--- src/rtl/snap_arbiter.sv ---
module snap_arbiter #(
  parameter int NCH        = 4,
  parameter int PW         = 3,
  parameter bit FIXED_PRIO = 1'b0
) (
  input  logic              clk,
  input  logic              rst_n,
  input  logic [NCH-1:0]    req_i,
  input  logic [NCH*PW-1:0] prio_i,
  input  logic              release_i,
  output logic              lock_o,
  output logic [NCH-1:0]    grant_o
);
  localparam int IW = (NCH > 1) ? $clog2(NCH) : 1;

  logic              lock_q;
  logic [NCH-1:0]    snap_q;
  logic [NCH*PW-1:0] prio_q;
  logic [NCH*PW-1:0] prio_cap;
  logic [NCH-1:0]    grant_q;
  logic [NCH-1:0]    win;
  logic              busy;

  generate
    if (FIXED_PRIO) begin : g_fixed
      assign prio_cap = '0;
    end else begin : g_dyn
      assign prio_cap = prio_i;
    end
  endgenerate

  assign busy    = |grant_q;
  assign lock_o  = lock_q;
  assign grant_o = grant_q;

  always_comb begin
    logic [PW-1:0] best;
    logic [IW-1:0] idx;
    logic          found;
    best  = '0;
    idx   = '0;
    found = 1'b0;
    for (int i = 0; i < NCH; i++) begin
      if (snap_q[i] && (!found || prio_q[i*PW +: PW] > best)) begin
        best  = prio_q[i*PW +: PW];
        idx   = IW'(i);
        found = 1'b1;
      end
    end
    win = '0;
    if (found) win[idx] = 1'b1;
  end

  always_ff @(posedge clk or negedge rst_n) begin
    if (!rst_n) begin
      lock_q  <= 1'b0;
      snap_q  <= '0;
      prio_q  <= '0;
      grant_q <= '0;
    end else if (!lock_q) begin
      if (|req_i) begin
        lock_q <= 1'b1;
        snap_q <= req_i;
        prio_q <= prio_cap;
      end
    end else if (!busy) begin
      grant_q <= win;
    end else if (release_i) begin
      grant_q <= '0;
      lock_q  <= 1'b0;
      snap_q  <= '0;
    end
  end

  p_onehot_grant_r6: assert property (@(posedge clk) disable iff (!rst_n)
    $onehot0(grant_o));

  p_grant_held_r6: assert property (@(posedge clk) disable iff (!rst_n)
    (|grant_o && !release_i) |=> $stable(grant_o));

  p_release_clears_r6: assert property (@(posedge clk) disable iff (!rst_n)
    (|grant_o && release_i) |=> (grant_o == '0 && !lock_o));

  p_lock_on_req_r2: assert property (@(posedge clk) disable iff (!rst_n)
    (!lock_o && |req_i) |=> lock_o);

  p_grant_after_lock_r3: assert property (@(posedge clk) disable iff (!rst_n)
    (lock_o && grant_o == '0) |=> (grant_o != '0));

  p_grant_in_snapshot_r10: assert property (@(posedge clk) disable iff (!rst_n)
    (grant_o & ~snap_q) == '0);

  p_idle_release_r8: assert property (@(posedge clk) disable iff (!rst_n)
    (!lock_o && release_i && req_i == '0) |=> (!lock_o && grant_o == '0));
endmodule

--- config.mk ---
export PLATFORM = sky130hd
export DESIGN_NAME = snap_arbiter
export DESIGN_NICKNAME = d
export VERILOG_FILES = /design/src/rtl/snap_arbiter.sv
export SDC_FILE = /design/constraint.sdc
export NUM_CORES = 1
export LEC_CHECK = 0
export ABC_AREA = 1
export BUFFER_PORTS_ARGS = -buffer_cell sky130_fd_sc_hd__buf_2
export CAP_MARGIN = 25
export CORE_ASPECT_RATIO = 1.1
export CORE_MARGIN = 2
export CORE_UTILIZATION = 40
export CTS_BUF_LIST = sky130_fd_sc_hd__clkbuf_16
export DETAILED_ROUTE_END_ITERATION = 8
export SLEW_MARGIN = 20
export SYNTH_ARGS = -nofsm -noshare
export SYNTH_HDL_FRONTEND = slang
export SYNTH_SLANG_ARGS = --single-unit
--- constraint.sdc ---
create_clock -name clk -period 3.2 [get_ports clk]
set_input_delay 0.16 -clock clk [delete_from_list [all_inputs] [get_ports clk]]
set_output_delay 0.16 -clock clk [all_outputs]
set_load 0.005 [all_outputs]
Word level (Yosys, flattened, before mapping)
Index checks and enable logic that the tools add are counted.
{"block": "totals", "register_bits": 21, "inputBits": 19, "wordCells": 51, "out_inout_bits": 5}
{"block": "classes", "n_eq_ne": 3, "magnitude_cmp": 5, "reduce_logical": 16, "mux": 22, "n_bitwise": 1}
{"op": "4-bit two-way mux", "count": 6}
{"op": "1-bit two-way mux", "count": 10}
{"op": "3-bit greater-than comparator", "count": 3}
{"op": "3-bit two-way mux", "count": 3}
{"op": "4-bit OR reduction", "count": 2}
{"op": "1-bit logical AND", "count": 4}
{"op": "2-bit two-way mux", "count": 2}
{"op": "2-bit != test (second input constant)", "count": 2}
{"op": "2-bit AND reduction", "count": 2}
{"op": "1-bit zero test", "count": 3}
{"op": "1-bit logical OR", "count": 3}
{"op": "2-bit by 3-bit < comparator with 1-bit output (second input constant)", "count": 1}
{"op": "3-bit AND reduction", "count": 1}
{"op": "1-bit demux with 2-bit select", "count": 1}
{"op": "2-bit by 1-bit greater-or-equal comparator with 1-bit output (second input constant)", "count": 1}
{"op": "2-bit by 1-bit != test with 1-bit output (second input constant)", "count": 1}
{"op": "2-bit nonzero test", "count": 1}
{"op": "1-bit NOT", "count": 1}

Longest topological paths before layout
Gate-level depths: netlist of the first run.
{"block": "logic_depth", "word_depth": 19, "ltp_mapped": 28, "mapped_depth_nobuf": 28}

Worst setup path after synthesis of the first run
Ideal clock, no wire load.
{"block": "synth_timing", "kind": "reg-to-reg", "start": "register snap_q[0]", "end": "register grant_q[1], in the netlist grant_o[1]", "path_stages_with_launch": 27, "n_path_buf": 0, "synth_period_minus_slack_ns": 3.034, "t_arrival_ns": 2.970, "path_slack_ns": 0.166, "path_cell_list": "dfrtp_1 -> nand2_1 -> ha_1 -> a21oi_1 -> nand2_1 -> nand2_1 -> nand2_1 -> nand2_2 -> nand2_1 -> and2_1 -> ha_1 -> a21oi_1 -> o21ai_1 -> nand2_1 -> nand2_1 -> nand2_2 -> inv_1 -> nand2_1 -> nand2_1 -> ha_1 -> a21oi_1 -> nand2_1 -> nand3_1 -> nand2_1 -> inv_2 -> nand3_1 -> nand2_1"}
{"block": "synth_between", "elab_chain_cells": 19, "elab_cells_between_ends": 29}
{"element": "start: declaration", "line_no": "17", "text": "logic [NCH-1:0] snap_q;"}
{"element": "start signal: assignment", "line_no": "63", "text": "snap_q <= req_i;"}
{"element": "3-bit two-way mux or 1-bit two-way mux (tied branches)", "line_no": "44", "text": "if (snap_q[i] && (!found || prio_q[i*PW +: PW] > best)) begin"}
{"element": "3-bit greater-than comparator or 1-bit zero test (tied branches)", "line_no": "44"}
{"element": "1-bit logical OR", "line_no": "44"}
{"element": "1-bit logical AND", "line_no": "44"}
{"element": "3-bit two-way mux or 1-bit two-way mux (tied branches)", "line_no": "44"}
{"element": "3-bit greater-than comparator or 1-bit zero test (tied branches)", "line_no": "44"}
{"element": "1-bit logical OR", "line_no": "44"}
{"element": "1-bit logical AND", "line_no": "44"}
{"element": "[... 3 more ...]"}
{"element": "1-bit logical AND", "line_no": "44"}
{"element": "2-bit two-way mux", "line_no": "44"}
{"element": "2-bit by 3-bit < comparator with 1-bit output (not written as such) or 2-bit by 1-bit greater-or-equal comparator with 1-bit output (tied branches)", "line_no": "51", "text": "if (found) win[idx] = 1'b1;"}
{"element": "1-bit logical AND (not written as such)", "line_no": "51"}
{"element": "1-bit two-way mux (not written as such)", "line_no": "51"}
{"element": "1-bit demux with 2-bit select", "line_no": "51"}
{"element": "4-bit two-way mux *", "line_no": "51"}
{"element": "4-bit two-way mux *", "line_no": "66", "text": "end else if (!busy) begin"}
{"element": "end signal: assignment", "line_no": "67", "text": "grant_q <= win;"}
{"element": "end: declaration", "line_no": "20", "text": "logic [NCH-1:0] grant_q;"}
Mark *: on every way between the ends. The rest lies on a longest branch, timed or not.
A chain may end at the register's enable or synchronous reset.

Final worst setup path of the first run
{"block": "layout_timing", "start": "register snap_q[0]", "end": "register grant_q[2], in the netlist grant_o[2]"}
The elaborated chain is that of the path after synthesis.

==> results.toml, run 1 <==
[worst_setup_path]
worst_ep_required_time_ns = 3.38
cp.arrival_ns = 3.38
cp-start-kind = "flop"
crit_path_end_kind = "flop"
crit_type = "reg2reg"
crit_fanout = 5

[timing]
hold_viol = 0
skew_ns = 0.00177
holdWs_ns = 0.133
drv_slew = 0
timing.fmax_mhz = 313
period_share_pct = 99.9
period_needed_ns = 3.20
rsz0062_at_grt = "true"
slew_headroom_pct = 68.2
finalSetupViolations = 0
tightestPinTransition_ns = 0.475

[routing]
vias_per_cell = 4.93
finalWirelength_um = 2690
first_iter_violations = 17
post_drt_wl_per_cell_um = 12.6
dr_total_vias = 1051
drc_errors = 0
dr.pass1.iters = 3
ant_nets = 0

[cells_and_area]
final_cell_mix = "23 x buf_2, 21 x dfrtp_1, 20 x inv_1"
drive_gt1_share_pct = 46.9
syn2layout_area_growth_pct = 37.7
nets = 208
antenna_cells = 0
final_common_cell = "buf_2"
final_cells = 213
fillers = 277
regArea_um2 = 526
multi_input_area_um2 = 773

[power_and_ir_drop]
power_density_nw_per_um2 = 1130
power_frac_comb_pct = 60.3
p_seq_share_pct = 25.9
p_clk_share_pct = 13.8
peakVddDrop_mv = 0.848
p_leak_uw = 0.000909
p_sw_uw = 793
p_int_uw = 1140
switching_share_pct = 41.1

[grt]
busiest_layer = "met2"
grt_start_max_net_pins = 22
grt_use_met3_pct = 4.97
overflow = 0
grt_pass1_vias = 1039
antenna_found_initial = 0
grt_usage_pct = 15.4
grt_util_met2_pct = 27.4
gr-usage-met1_pct = 18.1
grt_pass1_wl_um = 4360

[floorplanning]
start_util_pct = 41.4
die_h_um = 62.4
dieArea_um2 = 3570
rows = 21
ios = 24
dieWidth_um = 57.1
core_area_um2 = 3000

[clock_tree]
cts_buffers = 3
cts_root_buf = "clkbuf_16"
clk_pin_slew_ns = 0.06
htree_levels = 1
cts_tree = "yes"
insertion_delay_ns = 0.25
cts_buffer_depth = 2
clock-sinks = 21

[logic_synthesis]
avgSynthCellArea_um2 = 8.56
synthCells = 145
yosys_warnings = 0
syn_area_um2 = 1240
synth_nets = 173
yosysSeqAreaShare_pct = 42.3
synth_top_area_share_pct = 42.3
ys_types = 20
yosys.area.top_type = "dfrtp_1"
synthTopCellsByArea = "dfrtp_1 42%, ha_1 9.1%, nand2_1 8.8%"
yosys_register_bits = 21

[placement]
io_buffers = 23
gp_congestion = 0.839
place_inst = 201
hpwlAfterDp_um = 1900

[min_path]
hold_class = "in2reg"

[outcome]
status = "complete, no violations"

[flow_run]
cap_violations = 0
==> layout make-up <==
cell class / instances / area share, %
multi-input cells: 97 / 45.2
flip-flops and latches: 21 / 30.7
clock inverters: 1 / 0.293
inverters: 24 / 5.34
clock buffers: 3 / 4.39
repair buffers: 33 / 11.5
well taps: 34 / 2.49
==> cells in the mapped netlist, drive strengths merged <==
| cell type | count |
|---|---|
| a21oi | 9 |
| and2 | 3 |
| buf | 3 |
| clkinv | 1 |
| dfrtp | 21 |
| ha | 9 |
| inv | 23 |
| mux2 | 7 |
| nand2 | 33 |
| nand3 | 17 |
| nand3b | 1 |
| nand4 | 2 |
| nor2 | 8 |
| o21ai | 5 |
| o22ai | 3 |
==> logic make-up after synthesis <==
kind of cell,count (synthesis),share of synthesized area [%]
buffers and inverters,27,9.58
and+or+nand+nor,64,23.4
adders and majority gates,9,9.07
muxes,7,8.47
AOI/OAI and AO/OA,17,7.16
DFF,21,42.3
==> per-stage QoR <==
step / setup TNS, ns / worst slack (ns) / power (uW) / utilization [%] / cell area, um2
2_1_floorplan: 0 / 0.166 / 1100 / - / 1240
3_3_place_gp: 0 / 0.0219 / 1240 / 46.3 / 1390
3_5_place_dp: -0.453 / -0.157 / 1290 / 46.3 / 1390
4_1_cts: 0 / 0.0467 / 1630 / 51.2 / 1530
5_1_grt: -0.784 / -0.222 / 2130 / 57.1 / 1710
6_report: 0 / 0.00195 / 1930 / 57.1 / 1710
==> per-layer routing <==
layer,up-vias,part of all wire (%),routed length (um)
li1,536,-,-
met1,497,43,1150
met2,16,53,1410
met3,2,3.8,102
met4,0,0.52,14
met5,-,0,0
==> repair_timing <==
action / CTS / global route
hold buffers: 1 / 0
hold endpoints to repair: 21 / 0
setup buffers: 2 / 5
resized for setup: 5 / 32
setup endpoints to repair: 4 / 4
pin swaps: 1 / 8
==> state kept, by name (all words and copies together) (netlist names) <==
name and count:
prio_q 12, snap_q 4, grant_o 4, lock_o 1
==> power by group through the flow <==
stage / combinational (uW) / clock [uW] / sequential (uW)
CTS: 869 / 270 / 490
global placement: 762 / 0 / 481
finish: 1160 / 267 / 501
global route: 1320 / 286 / 518
floorplan: 639 / 0 / 456
detailed placement: 805 / 0 / 481
==> worst paths after layout <==
kind	from	end	slack (ns)	depth (start not counted)
max	snap_q[0]	grant_o[2]	0.002	25
min	prio_i[4]	prio_q[4]	0.13	2
max reg2reg	snap_q[0]	grant_o[2]	0.002	25
min reg2reg	prio_q[9]	prio_q[9]	0.52	2
max in group asynchronous	rst_n	grant_o[0]	2.49	2
min in group asynchronous	rst_n	prio_q[8]	0.39	2
==> critical path, cell delays in order, from the launching register on <==
cell and delay, ns:
dfrtp_1 0.41, nand2_2 0.10, ha_4 0.26, a21oi_2 0.14, nand2_1 0.07, nand2_1 0.08, nand2_2 0.09, nand2_4 0.11
nand2_4 0.05, and2_4 0.14, ha_4 0.27, nand2_1 0.05, o21ai_1 0.10, nand2_1 0.06, nand2_1 0.07, nand2_2 0.10
inv_2 0.10, nand2_2 0.05, nand2_2 0.07, ha_4 0.20, a21oi_2 0.15, nand2_2 0.08, nand3_2 0.06, nand2_2 0.06
buf_4 0.13, o21ai_1 0.11
Note: power is estimated with default switching activity, not from simulation.
==> run 2: changes to the inputs <==
--- a/config.mk
+++ b/config.mk
@@ -9,7 +9,7 @@
 export BUFFER_PORTS_ARGS = -buffer_cell sky130_fd_sc_hd__buf_2
 export CAP_MARGIN = 25
 export CORE_ASPECT_RATIO = 1.1
-export CORE_MARGIN = 2
+export CORE_MARGIN = 5
 export CORE_UTILIZATION = 40
 export CTS_BUF_LIST = sky130_fd_sc_hd__clkbuf_16
 export DETAILED_ROUTE_END_ITERATION = 8
==> constraint.sdc (replaced) <==
create_clock -name clk -period 3.2 [get_ports clk]
set_input_delay 0.16 -clock clk [delete_from_list [all_inputs] [get_ports clk]]
set_output_delay 0.16 -clock clk [all_outputs]
set_load 0.1 [all_outputs]
==> results.toml, run 2 (synthesized netlist as in run 1, its figures left out) <==
[worst_setup_path]
cp_top_family = "simple AND/OR/NAND/NOR gates"
cp.arrival_ns = 3.33
crit_fanout = 5
cp-start-kind = "flop"
r2r_slack_ns = 0.02
crit_path_top_delay_cell = "dfrtp_1"
worstReg2RegEnd = "grant_o[0]"
timing.rr.start = "snap_q[0]"
crit_path_max_incr_delay_ns = 0.41
path_common_cell = "nand2_1"
crit_path_end_kind = "flop"
crit_type = "reg2reg"
critPathBufInv = 1
worst_ep_required_time_ns = 3.34
rr_worst_depth = 25

[clock_tree]
htree_levels = 1
cts_buffer_depth = 2
clk_pin_slew_ns = 0.05
cts_root_buf = "clkbuf_16"
clock-sinks = 21
cts_tree = "yes"
insertion_delay_ns = 0.25
cts_buffers = 3

[timing]
drv_slew = 0
slew_headroom_pct = 67.6
finalSetupViolations = 0
tightestPinTransition_ns = 0.489
skew_ns = 0.00187
period_needed_ns = 3.18
holdWs_ns = 0.135
period_share_pct = 99.4
timing.fmax_mhz = 314
rsz0062_at_grt = "true"
hold_viol = 0

[power_and_ir_drop]
p_leak_uw = 0.000909
p_seq_share_pct = 24.3
power_density_nw_per_um2 = 1220
power_frac_comb_pct = 63.1
peakVddDrop_mv = 0.603
p_clk_share_pct = 12.6
switching_share_pct = 45.2
p_int_uw = 1120
p_sw_uw = 927

[cells_and_area]
final_cell_mix = "23 x buf_2, 21 x inv_1, 21 x nand2_1, 21 x dfrtp_1, 14 x nand3_1"
regArea_um2 = 526
antenna_cells = 0
nets = 211
final_common_cell = "buf_2"
syn2layout_area_growth_pct = 35.2
drive_gt1_share_pct = 42.3
fillers = 265
largest-register = "prio_q"
multi_input_area_um2 = 724
final_cells = 216
largest_reg_flops = 12

[routing]
dr_total_vias = 1075
ant_nets = 0
post_drt_wl_per_cell_um = 12.4
drc_errors = 0
vias_per_cell = 4.98
finalWirelength_um = 2680
dr.pass1.iters = 4
first_iter_violations = 19

[grt]
grt_pass1_wl_um = 4800
gr-usage-met1_pct = 16.2
overflow = 0
grt_pass1_vias = 1139
grt_start_max_net_pins = 22
grt_usage_pct = 14.0
busiest_layer = "met2"
grt_util_met2_pct = 25.0
grt_use_met3_pct = 3.28
antenna_found_initial = 0

[floorplanning]
start_util_pct = 41.1
ios = 24
dieArea_um2 = 4320
dieWidth_um = 63.1
rows = 21
die_h_um = 68.4
core_area_um2 = 3020

[placement]
gp_congestion = 0.752
io_buffers = 23
place_inst = 208
hpwlAfterDp_um = 2050

[min_path]
hold_depth = 2
hp-start = "prio_i[0]"
min_to = "prio_q[0]"
hold_class = "in2reg"

[flow_run]
cap_violations = 0

[outcome]
status = "complete, no violations"
## run 2: changes by cell type in the layout (fill, tap and decap cells not counted), moves of 2 or more
| cell | before | now |
|---|---|---|
| nand2_1 | 16 | 21 |
| buf_4 | 8 | 12 |
| nand3_2 | 7 | 3 |
| nand3_1 | 10 | 14 |
| nand2_2 | 14 | 12 |
| nand2_4 | 3 | 0 |
## run 2: final cells by class
type	count	area share, %
repair buffers	36	12.8
well taps	34	2.54
inverters	24	5.44
flip-flops and latches	21	31.3
multi-input cells	97	43.2
clock buffers	3	4.47
clock inverters	1	0.224
## run 2: metal layers
layer,routed length (um),part of all wire (%),up-vias
met5,0,0,-
met4,38,1.4,0
met3,98,3.7,5
met2,1380,52,16
met1,1160,43,507
li1,-,-,547
## run 2: how the worst max path moves through the flow
stage                         start         end  slack [ns]  depth (start not counted)
after floorplan           snap_q[0]  grant_o[1]        0.16                         26
after global placement    snap_q[0]  grant_o[1]        0.01                         26
after detailed placement  snap_q[0]  grant_o[0]       -0.19                         26
after CTS                 snap_q[0]  grant_o[1]      0.0006                         25
after global routing      snap_q[0]  grant_o[1]       -0.24                         25
final                     snap_q[0]  grant_o[0]        0.02                         25
## run 2: what timing repair did
action,CTS,global route
hold buffers,1,0
pin swaps,3,9
endpoints found under the setup margin,4,4
resized for setup,7,18
endpoints found under the hold margin,21,0
setup buffers,3,0
## run 2: power groups by stage
stage                     Combinational (uW)  Clock [uW]  Sequential, uW
after floorplan                          639           0             623
after global placement                   988           0             477
after detailed placement                1030           0             483
after CTS                               1130         261             490
after global routing                    1460         272             517
final                                   1290         258             499
## run 2: through the flow
stage	util (%)	area, um2	total power, uW	setup TNS [ns]	setup slack, ns
floorplan	-	1240	1260	0	0.163
global placement	47.6	1440	1460	0	0.0120
detailed placement	47.6	1440	1510	-0.714	-0.194
CTS	53.0	1600	1880	0	0.000646
global route	55.5	1680	2240	-0.736	-0.236
finish	55.5	1680	2050	0	0.0180
